--- src/rtl/mrd_pkg.sv ---
package mrd_pkg;
  typedef enum logic [1:0] {
    ROUTE_COMPAT = 2'd0,
    ROUTE_MEM    = 2'd1,
    ROUTE_MMIO   = 2'd2
  } route_e;

  typedef enum logic [1:0] {
    FLD_BASE  = 2'd0,
    FLD_LIMIT = 2'd1,
    FLD_ATTR  = 2'd2
  } fld_e;
endpackage

--- src/rtl/mrd_cfg_regs.sv ---
module mrd_cfg_regs #(
  parameter int unsigned AW     = 40,
  parameter int unsigned N      = 4,
  parameter int unsigned ILV_W  = 2,
  parameter int unsigned IDX_W  = 2,
  parameter int unsigned CFG_AW = 5
) (
  input  logic                     clk_i,
  input  logic                     rst_ni,
  input  logic                     we_i,
  input  logic [CFG_AW-1:0]        addr_i,
  input  logic [AW-1:0]            wdata_i,
  input  logic                     err_clr_i,
  output logic                     err_o,
  output logic [N-1:0][AW-1:0]     base_o,
  output logic [N-1:0][AW-1:0]     limit_o,
  output logic [N-1:0]             valid_o,
  output logic [N-1:0]             refl_o,
  output logic [N-1:0][ILV_W-1:0]  ilv_o,
  output logic [N-1:0][IDX_W-1:0]  src_o,
  output logic [AW-1:0]            mlo_base_o,
  output logic [AW-1:0]            mlo_lim_o,
  output logic [AW-1:0]            mhi_base_o,
  output logic [AW-1:0]            mhi_lim_o
);
  import mrd_pkg::*;
  localparam int unsigned SLOT_W = CFG_AW - 2;

  logic [SLOT_W-1:0] slot;
  logic [1:0]        fld;
  logic [N-1:0]      viol;
  logic              eval_q, err_q;

  assign slot = addr_i[CFG_AW-1:2];
  assign fld  = addr_i[1:0];

  always_ff @(posedge clk_i or negedge rst_ni) begin
    if (!rst_ni) begin
      base_o     <= '0;
      limit_o    <= '0;
      valid_o    <= '0;
      refl_o     <= '0;
      ilv_o      <= '0;
      src_o      <= '0;
      mlo_base_o <= '1;
      mlo_lim_o  <= '0;
      mhi_base_o <= '1;
      mhi_lim_o  <= '0;
    end else if (we_i) begin
      for (int r = 0; r < N; r++) begin
        if (slot == SLOT_W'(r)) begin
          case (fld)
            FLD_BASE:  base_o[r]  <= wdata_i;
            FLD_LIMIT: limit_o[r] <= wdata_i;
            FLD_ATTR: begin
              valid_o[r] <= wdata_i[0];
              refl_o[r]  <= wdata_i[1];
              ilv_o[r]   <= wdata_i[2 +: ILV_W];
              src_o[r]   <= wdata_i[2+ILV_W +: IDX_W];
            end
            default: ;
          endcase
        end
      end
      if (slot == SLOT_W'(N)) begin
        case (fld)
          2'd0: mlo_base_o <= wdata_i;
          2'd1: mlo_lim_o  <= wdata_i;
          2'd2: mhi_base_o <= wdata_i;
          default: mhi_lim_o <= wdata_i;
        endcase
      end
    end
  end

  // reflection programming rules, one checker per range
  for (genvar r = 0; r < N; r++) begin : g_rule
    logic [AW-1:0]    span;
    logic [IDX_W-1:0] s;
    assign s    = src_o[r];
    assign span = limit_o[r] - base_o[r];
    assign viol[r] = valid_o[r] & refl_o[r] &
                     ((limit_o[r] < base_o[r]) | (|span[AW-1:32]) |
                      ~(&limit_o[r][31:0]) | ~(&limit_o[s][31:0]) |
                      (ilv_o[r] != ilv_o[s]) | ~valid_o[s] | refl_o[s]);
  end

  always_ff @(posedge clk_i or negedge rst_ni) begin
    if (!rst_ni) begin
      eval_q <= 1'b0;
      err_q  <= 1'b0;
    end else begin
      eval_q <= we_i;
      if (eval_q && (|viol)) err_q <= 1'b1;
      else if (err_clr_i)    err_q <= 1'b0;
    end
  end

  assign err_o = err_q;
endmodule

--- src/rtl/mrd_range_match.sv ---
module mrd_range_match #(
  parameter int unsigned AW    = 40,
  parameter int unsigned N     = 4,
  parameter int unsigned IDX_W = 2
) (
  input  logic [AW-1:0]          addr_i,
  input  logic [N-1:0][AW-1:0]   base_i,
  input  logic [N-1:0][AW-1:0]   limit_i,
  input  logic [N-1:0]           valid_i,
  output logic                   hit_o,
  output logic [IDX_W-1:0]       idx_o
);
  logic [N-1:0] hv;

  for (genvar i = 0; i < N; i++) begin : g_cmp
    assign hv[i] = valid_i[i] && (addr_i >= base_i[i]) && (addr_i <= limit_i[i]);
  end

  // lowest index wins
  always_comb begin
    hit_o = |hv;
    idx_o = '0;
    for (int i = N - 1; i >= 0; i--) begin
      if (hv[i]) idx_o = IDX_W'(i);
    end
  end
endmodule

--- src/rtl/mrd_xlate.sv ---
module mrd_xlate #(
  parameter int unsigned AW      = 40,
  parameter int unsigned ILV_W   = 2,
  parameter int unsigned WAY_W   = 3,
  parameter int unsigned LINE_SH = 6
) (
  input  logic [AW-1:0]    addr_i,
  input  logic [AW-1:0]    base_i,
  input  logic [ILV_W-1:0] ilv_i,
  output logic [WAY_W-1:0] way_o,
  output logic [AW-1:0]    dev_o
);
  localparam logic [AW-1:0] LINE_MASK = AW'((64'd1 << LINE_SH) - 64'd1);

  logic [AW-1:0]    off;
  logic [WAY_W-1:0] way_mask;

  assign off      = addr_i - base_i;
  assign way_mask = WAY_W'((32'd1 << ilv_i) - 32'd1);
  assign way_o    = WAY_W'(off >> LINE_SH) & way_mask;
  assign dev_o    = ((off >> (LINE_SH + ilv_i)) << LINE_SH) | (off & LINE_MASK);
endmodule

--- src/rtl/mem_route_dec.sv ---
module mem_route_dec #(
  parameter int unsigned ADDR_W  = 40,
  parameter int unsigned N_RANGE = 4,
  parameter int unsigned ILV_W   = 2,
  parameter int unsigned LINE_SH = 6,
  localparam int unsigned IDX_W  = (N_RANGE > 1) ? $clog2(N_RANGE) : 1,
  localparam int unsigned WAY_W  = (1 << ILV_W) - 1,
  localparam int unsigned CFG_AW = $clog2(N_RANGE + 1) + 2
) (
  input  logic               clk_i,
  input  logic               rst_ni,
  input  logic               cfg_we_i,
  input  logic [CFG_AW-1:0]  cfg_addr_i,
  input  logic [ADDR_W-1:0]  cfg_wdata_i,
  input  logic               cfg_err_clr_i,
  output logic               cfg_err_o,
  input  logic               req_valid_i,
  output logic               req_ready_o,
  input  logic [ADDR_W-1:0]  req_addr_i,
  input  logic               req_wr_i,
  output logic               rsp_valid_o,
  input  logic               rsp_ready_i,
  output logic [1:0]         rsp_route_o,
  output logic [IDX_W-1:0]   rsp_idx_o,
  output logic [WAY_W-1:0]   rsp_way_o,
  output logic [ADDR_W-1:0]  rsp_dev_addr_o,
  output logic               rsp_alias_err_o,
  output logic               rsp_wr_o
);
  import mrd_pkg::*;

  logic [N_RANGE-1:0][ADDR_W-1:0] base_r, limit_r;
  logic [N_RANGE-1:0]             valid_r, refl_r;
  logic [N_RANGE-1:0][ILV_W-1:0]  ilv_r;
  logic [N_RANGE-1:0][IDX_W-1:0]  src_r;
  logic [ADDR_W-1:0]              mlo_base, mlo_lim, mhi_base, mhi_lim;

  mrd_cfg_regs #(
    .AW(ADDR_W), .N(N_RANGE), .ILV_W(ILV_W), .IDX_W(IDX_W), .CFG_AW(CFG_AW)
  ) u_regs (
    .clk_i, .rst_ni,
    .we_i(cfg_we_i), .addr_i(cfg_addr_i), .wdata_i(cfg_wdata_i),
    .err_clr_i(cfg_err_clr_i), .err_o(cfg_err_o),
    .base_o(base_r), .limit_o(limit_r), .valid_o(valid_r), .refl_o(refl_r),
    .ilv_o(ilv_r), .src_o(src_r),
    .mlo_base_o(mlo_base), .mlo_lim_o(mlo_lim),
    .mhi_base_o(mhi_base), .mhi_lim_o(mhi_lim)
  );

  logic              hit, mmio_hit, is_mem, sel_refl, alias_bad;
  logic [IDX_W-1:0]  hit_idx, src;
  logic [ADDR_W-1:0] refl_addr, eff_addr, eff_base, dev_addr;
  logic [ILV_W-1:0]  eff_ilv;
  logic [WAY_W-1:0]  way;
  route_e            route_d;

  assign mmio_hit = ((req_addr_i >= mlo_base) && (req_addr_i <= mlo_lim)) ||
                    ((req_addr_i >= mhi_base) && (req_addr_i <= mhi_lim));

  mrd_range_match #(.AW(ADDR_W), .N(N_RANGE), .IDX_W(IDX_W)) u_match (
    .addr_i(req_addr_i), .base_i(base_r), .limit_i(limit_r), .valid_i(valid_r),
    .hit_o(hit), .idx_o(hit_idx)
  );

  // reflection: keep low 32 bits, take upper bits from the source limit
  assign sel_refl  = refl_r[hit_idx];
  assign src       = src_r[hit_idx];
  assign refl_addr = {limit_r[src][ADDR_W-1:32], req_addr_i[31:0]};
  assign eff_addr  = sel_refl ? refl_addr    : req_addr_i;
  assign eff_base  = sel_refl ? base_r[src]  : base_r[hit_idx];
  assign eff_ilv   = sel_refl ? ilv_r[src]   : ilv_r[hit_idx];
  assign alias_bad = sel_refl &&
                     !((refl_addr >= mlo_base) && (refl_addr <= mlo_lim) &&
                       (refl_addr >= base_r[src]) && (refl_addr <= limit_r[src]));

  mrd_xlate #(.AW(ADDR_W), .ILV_W(ILV_W), .WAY_W(WAY_W), .LINE_SH(LINE_SH)) u_xlate (
    .addr_i(eff_addr), .base_i(eff_base), .ilv_i(eff_ilv), .way_o(way), .dev_o(dev_addr)
  );

  assign is_mem  = !mmio_hit && hit;
  assign route_d = mmio_hit ? ROUTE_MMIO : (hit ? ROUTE_MEM : ROUTE_COMPAT);

  assign req_ready_o = !rsp_valid_o || rsp_ready_i;

  always_ff @(posedge clk_i or negedge rst_ni) begin
    if (!rst_ni) begin
      rsp_valid_o     <= 1'b0;
      rsp_route_o     <= ROUTE_COMPAT;
      rsp_idx_o       <= '0;
      rsp_way_o       <= '0;
      rsp_dev_addr_o  <= '0;
      rsp_alias_err_o <= 1'b0;
      rsp_wr_o        <= 1'b0;
    end else if (req_ready_o) begin
      rsp_valid_o <= req_valid_i;
      if (req_valid_i) begin
        rsp_route_o     <= route_d;
        rsp_idx_o       <= is_mem ? hit_idx   : '0;
        rsp_way_o       <= is_mem ? way       : '0;
        rsp_dev_addr_o  <= is_mem ? dev_addr  : '0;
        rsp_alias_err_o <= is_mem && alias_bad;
        rsp_wr_o        <= req_wr_i;
      end
    end
  end
endmodule

--- config.mk ---
export PLATFORM = sky130hd
export DESIGN_NAME = mem_route_dec
export DESIGN_NICKNAME = d
export VERILOG_FILES = /design/src/rtl/mrd_pkg.sv /design/src/rtl/mrd_cfg_regs.sv /design/src/rtl/mrd_range_match.sv /design/src/rtl/mrd_xlate.sv /design/src/rtl/mem_route_dec.sv
export SDC_FILE = /design/constraint.sdc
export NUM_CORES = 2
export LEC_CHECK = 0
export BUFFER_PORTS_ARGS = -buffer_cell sky130_fd_sc_hd__buf_4
export CORE_ASPECT_RATIO = 1.25
export CORE_MARGIN = 8
export CORE_UTILIZATION = 40
export DETAILED_ROUTE_END_ITERATION = 7
export SYNTH_ARGS = -nofsm -noshare
export SYNTH_HDL_FRONTEND = slang
export SYNTH_HIERARCHICAL = 1
export SYNTH_SLANG_ARGS = --single-unit
--- constraint.sdc ---
create_clock -name clk_i -period 14.53 [get_ports clk_i]
set_clock_uncertainty 0.05 [all_clocks]
set_input_delay 1.453 -clock clk_i [delete_from_list [all_inputs] [get_ports clk_i]]
set_output_delay 1.453 -clock clk_i [all_outputs]
set_load 0.01 [all_outputs]
==> metrics <==
result of the run=finished, final reports clean; drt first-iter violations=3229; gr ovfl total=0; H-tree Lvls=3; pwr/cell area=169 mW/mm^2; final WL=190000 um; hold slack=429 ps; Area Overhead vs Synth=9.98%; FFs w/ async S/R, synth=1.00; predominant post-synthesis flop cell=dfrtp_1; die width=328 um; vias in the first global route=40400; Setup Fix Bufs, Post-CTS=0; I/O pins=144; vias=40800; initial core utilization=0.402; Syn. warnings=6; worst relative slew slack=0.0362; FF-to-FF End=rsp_dev_addr_o[33]$_DFFE_PN0P_; hold_buf cts=0; I/O Buffers=143; Post-Syn Area=0.0487 mm^2; Crit Reg-Reg Startpoint=u_regs/limit_o[143]$_DFFE_PN0P_; post-CTS sizing=0; actual slew at the worst max-slew pin=1430 ps; Setup Viol. Count Final=0; CTS Root Cell=clkbuf_16; Min-Delay Endpoint=rsp_route_o[0]$_DFFE_PN0P_; NumNets Final=5979; WP data required=15010 ps; largest net degree at the start of global routing=142; Vias/cell=6.02; setup TNS=0 ps; Die Height=406 um; detailed-route DRC error count=0; CP endpoint kind=flip-flop; Distinct cells, synth=106; sequential share of the synthesized area=0.288; hold path startpoint=rsp_route_o[0]$_DFFE_PN0P_; RSZ-0062 raised after global routing=false; Detail Placement HPWL=146000 um; CTS clock-pin slew for the worst setup and hold paths=60 ps; initial antenna violation count=8; crit path max fanout=71; FP Rows=143; first-pass GRT wire length=275000 um; clock sinks=556; VDD IR max=0.0824 mV; core box area=0.121 mm^2; synthesized flop and latch total=556; hold crit path type=flip-flop to flip-flop; post-route clock period utilization=0.688; crit path launch type=input port; total nets after synthesis=5907; Highest Clock Rate=100 MHz; Final min period=10000 ps; final RePlAce weighted congestion=1.03; leakage=24.9 nW; Total GRT Usage=0.279; WP data arrival=10470 ps; Post-synth EDFFs=0; layout cells sized above 1=0.197; Slew Limit Fails=0; Routed Antenna Nets=0; total die area=0.133 mm^2; Worst R2R Setup Slack=5070 ps; average cell area after synthesis=9.64 um^2; final hold vios=0; max_cap viols=0; CTS tree=done; cells after synthesis=5051; Min-Delay Path Depth=1; wire per inst=28.1 um; worst skew pair latency=670 ps; Initial DRT Pass Iterations=6; CP Class=input port to flip-flop; Reg2Reg Depth=25; clock buffer depth=3; TritonCTS Buffers=66
cell usage in the layout (no fill, tap or decap), types with 89 or more instances in the layout:
| cell | instances |
|---|---|
| mux2i_1 | 173 |
| ha_1 | 763 |
| mux2_2 | 521 |
| a21o_1 | 97 |
| o21ai_0 | 193 |
| nand3_1 | 92 |
| nand4_1 | 161 |
| a21oi_1 | 349 |
| buf_4 | 171 |
| mux4_2 | 89 |
| dfrtp_1 | 476 |
| nand2_1 | 275 |
| nor2_1 | 127 |
| inv_1 | 766 |
worst max-delay path, cell delays in order:
cell and delay [ps]:
buf_4 190, ha_1 330, a21oi_1 150, o21ai_1 140, a221oi_1 530, buf_4 280, nor4b_1 880, nand4_1 170
a32o_1 340, a21oi_1 150, o21a_4 260, mux4_4 1010, buf_12 350, mux4_2 420, mux2_2 150, ha_1 150
inv_1 50, fa_1 420, a211oi_1 500, o21ai_0 290, a22oi_1 430, a21oi_1 270, o211ai_1 290, a211oi_1 180
or4_1 510, a31oi_1 200, o211ai_1 110, a22o_1 210
layer usage:
metal | GRT usage | routed length (um) | up-vias
li1 | - | - | 18400
met1 | 0.334 | 75700 | 20500
met3 | 0.0348 | 10300 | 433
met5 | 0 | 13 | -
met4 | 0.195 | 15400 | 2
met2 | 0.463 | 89000 | 1391
per-stage QoR:
stage	area, um^2	util	total power, mW	cells	setup WS (ps)
detailed placement	51400	0.424	7.26	6650	3950
global route	53500	0.442	9.60	6772	4290
CTS	53500	0.442	9.00	6770	4640
global placement	51400	0.424	7.19	6649	3250
floorplan	48700	-	5.58	5051	7180
finish	53500	0.442	9.04	6772	4530
synthesized netlist by cell type, types with 39 or more instances:
master	number	area share
nor2_1	128	0.0099
a22o_1	46	0.0083
ha_1	763	0.20
nand2_1	283	0.022
dfrtp_1	476	0.24
nand4_1	161	0.021
a21oi_1	349	0.036
dfstp_2	80	0.043
nand3_1	92	0.0095
a21o_1	97	0.015
nor3_1	54	0.0056
mux4_2	91	0.042
o21ai_0	194	0.020
mux2_2	521	0.12
inv_1	766	0.059
mux2i_1	173	0.036
clkbuf_1	120	0.0093
o211ai_1	40	0.0062
a211oi_1	44	0.0068
o21a_1	39	0.0060
worst max path at each step:
| stage | start | to | slack (ps) | cells after the start |
|---|---|---|---|---|
| 5_1_grt | req_addr_i[33] | rsp_dev_addr_o[35]$_DFFE_PN0P_ | 4290 | 28 |
| 2_1_floorplan | req_addr_i[38] | rsp_dev_addr_o[38]$_DFFE_PN0P_ | 7180 | 27 |
| 4_1_cts | req_addr_i[33] | rsp_dev_addr_o[35]$_DFFE_PN0P_ | 4640 | 28 |
| 3_5_place_dp | req_addr_i[33] | rsp_dev_addr_o[35]$_DFFE_PN0P_ | 3950 | 28 |
| 3_3_place_gp | req_addr_i[33] | rsp_dev_addr_o[35]$_DFFE_PN0P_ | 3250 | 27 |
| 6_report | req_addr_i[33] | rsp_dev_addr_o[35]$_DFFE_PN0P_ | 4530 | 28 |
logic make-up (layout without fill, tap and decap cells):
group / after synthesis / count (layout) / share of synthesized area
DFF: 556 / 556 / 0.288
adders and majority gates: 764 / 764 / 0.197
AOI/OAI and AO/OA: 1032 / 1032 / 0.137
buffers and inverters: 937 / 1061 / 0.0740
xor gates and xnor gates: 59 / 59 / 0.0106
other: 0 / 2 / 0
muxes: 786 / 786 / 0.198
and+or+nand+nor: 917 / 917 / 0.0960
sequential cells by signal, summed over array words and instances, names as in the netlist:
name               count
u_regs/limit_o       160
u_regs/g_rule.s        8
rsp_alias_err_o        1
u_regs/eval_q          1
u_regs/mhi_lim_o      40
u_regs/valid_o         4
u_regs/base_o        160
u_regs/ilv_o           8
u_regs/refl_o          4
rsp_way_o              3
rsp_wr_o               1
rsp_dev_addr_o        40
u_regs/err_o           1
rsp_idx_o              2
u_regs/mhi_base_o     40
u_regs/mlo_base_o     40
rsp_valid_o            1
rsp_route_o            2
u_regs/mlo_lim_o      40
cell type report:
type | instances | area, um^2
clock inverter | 27 | 308
inverter | 767 | 2880
multi-input combinational | 3558 | 31200
sequential | 556 | 14000
clock buffer | 93 | 1820
antenna | 2 | 5.00
fill | 11700 | 67600
timing repair buffer | 174 | 1340
tap | 1595 | 2000
power by group:
part           switching [mW]  leakage (nW)  internal, mW
clock                   0.730          1.02         0.958
combinational            2.95          17.0          2.04
sequential              0.459          6.90          1.90
total                    4.14          24.9          4.90
(Power assumes the default switching activity.)
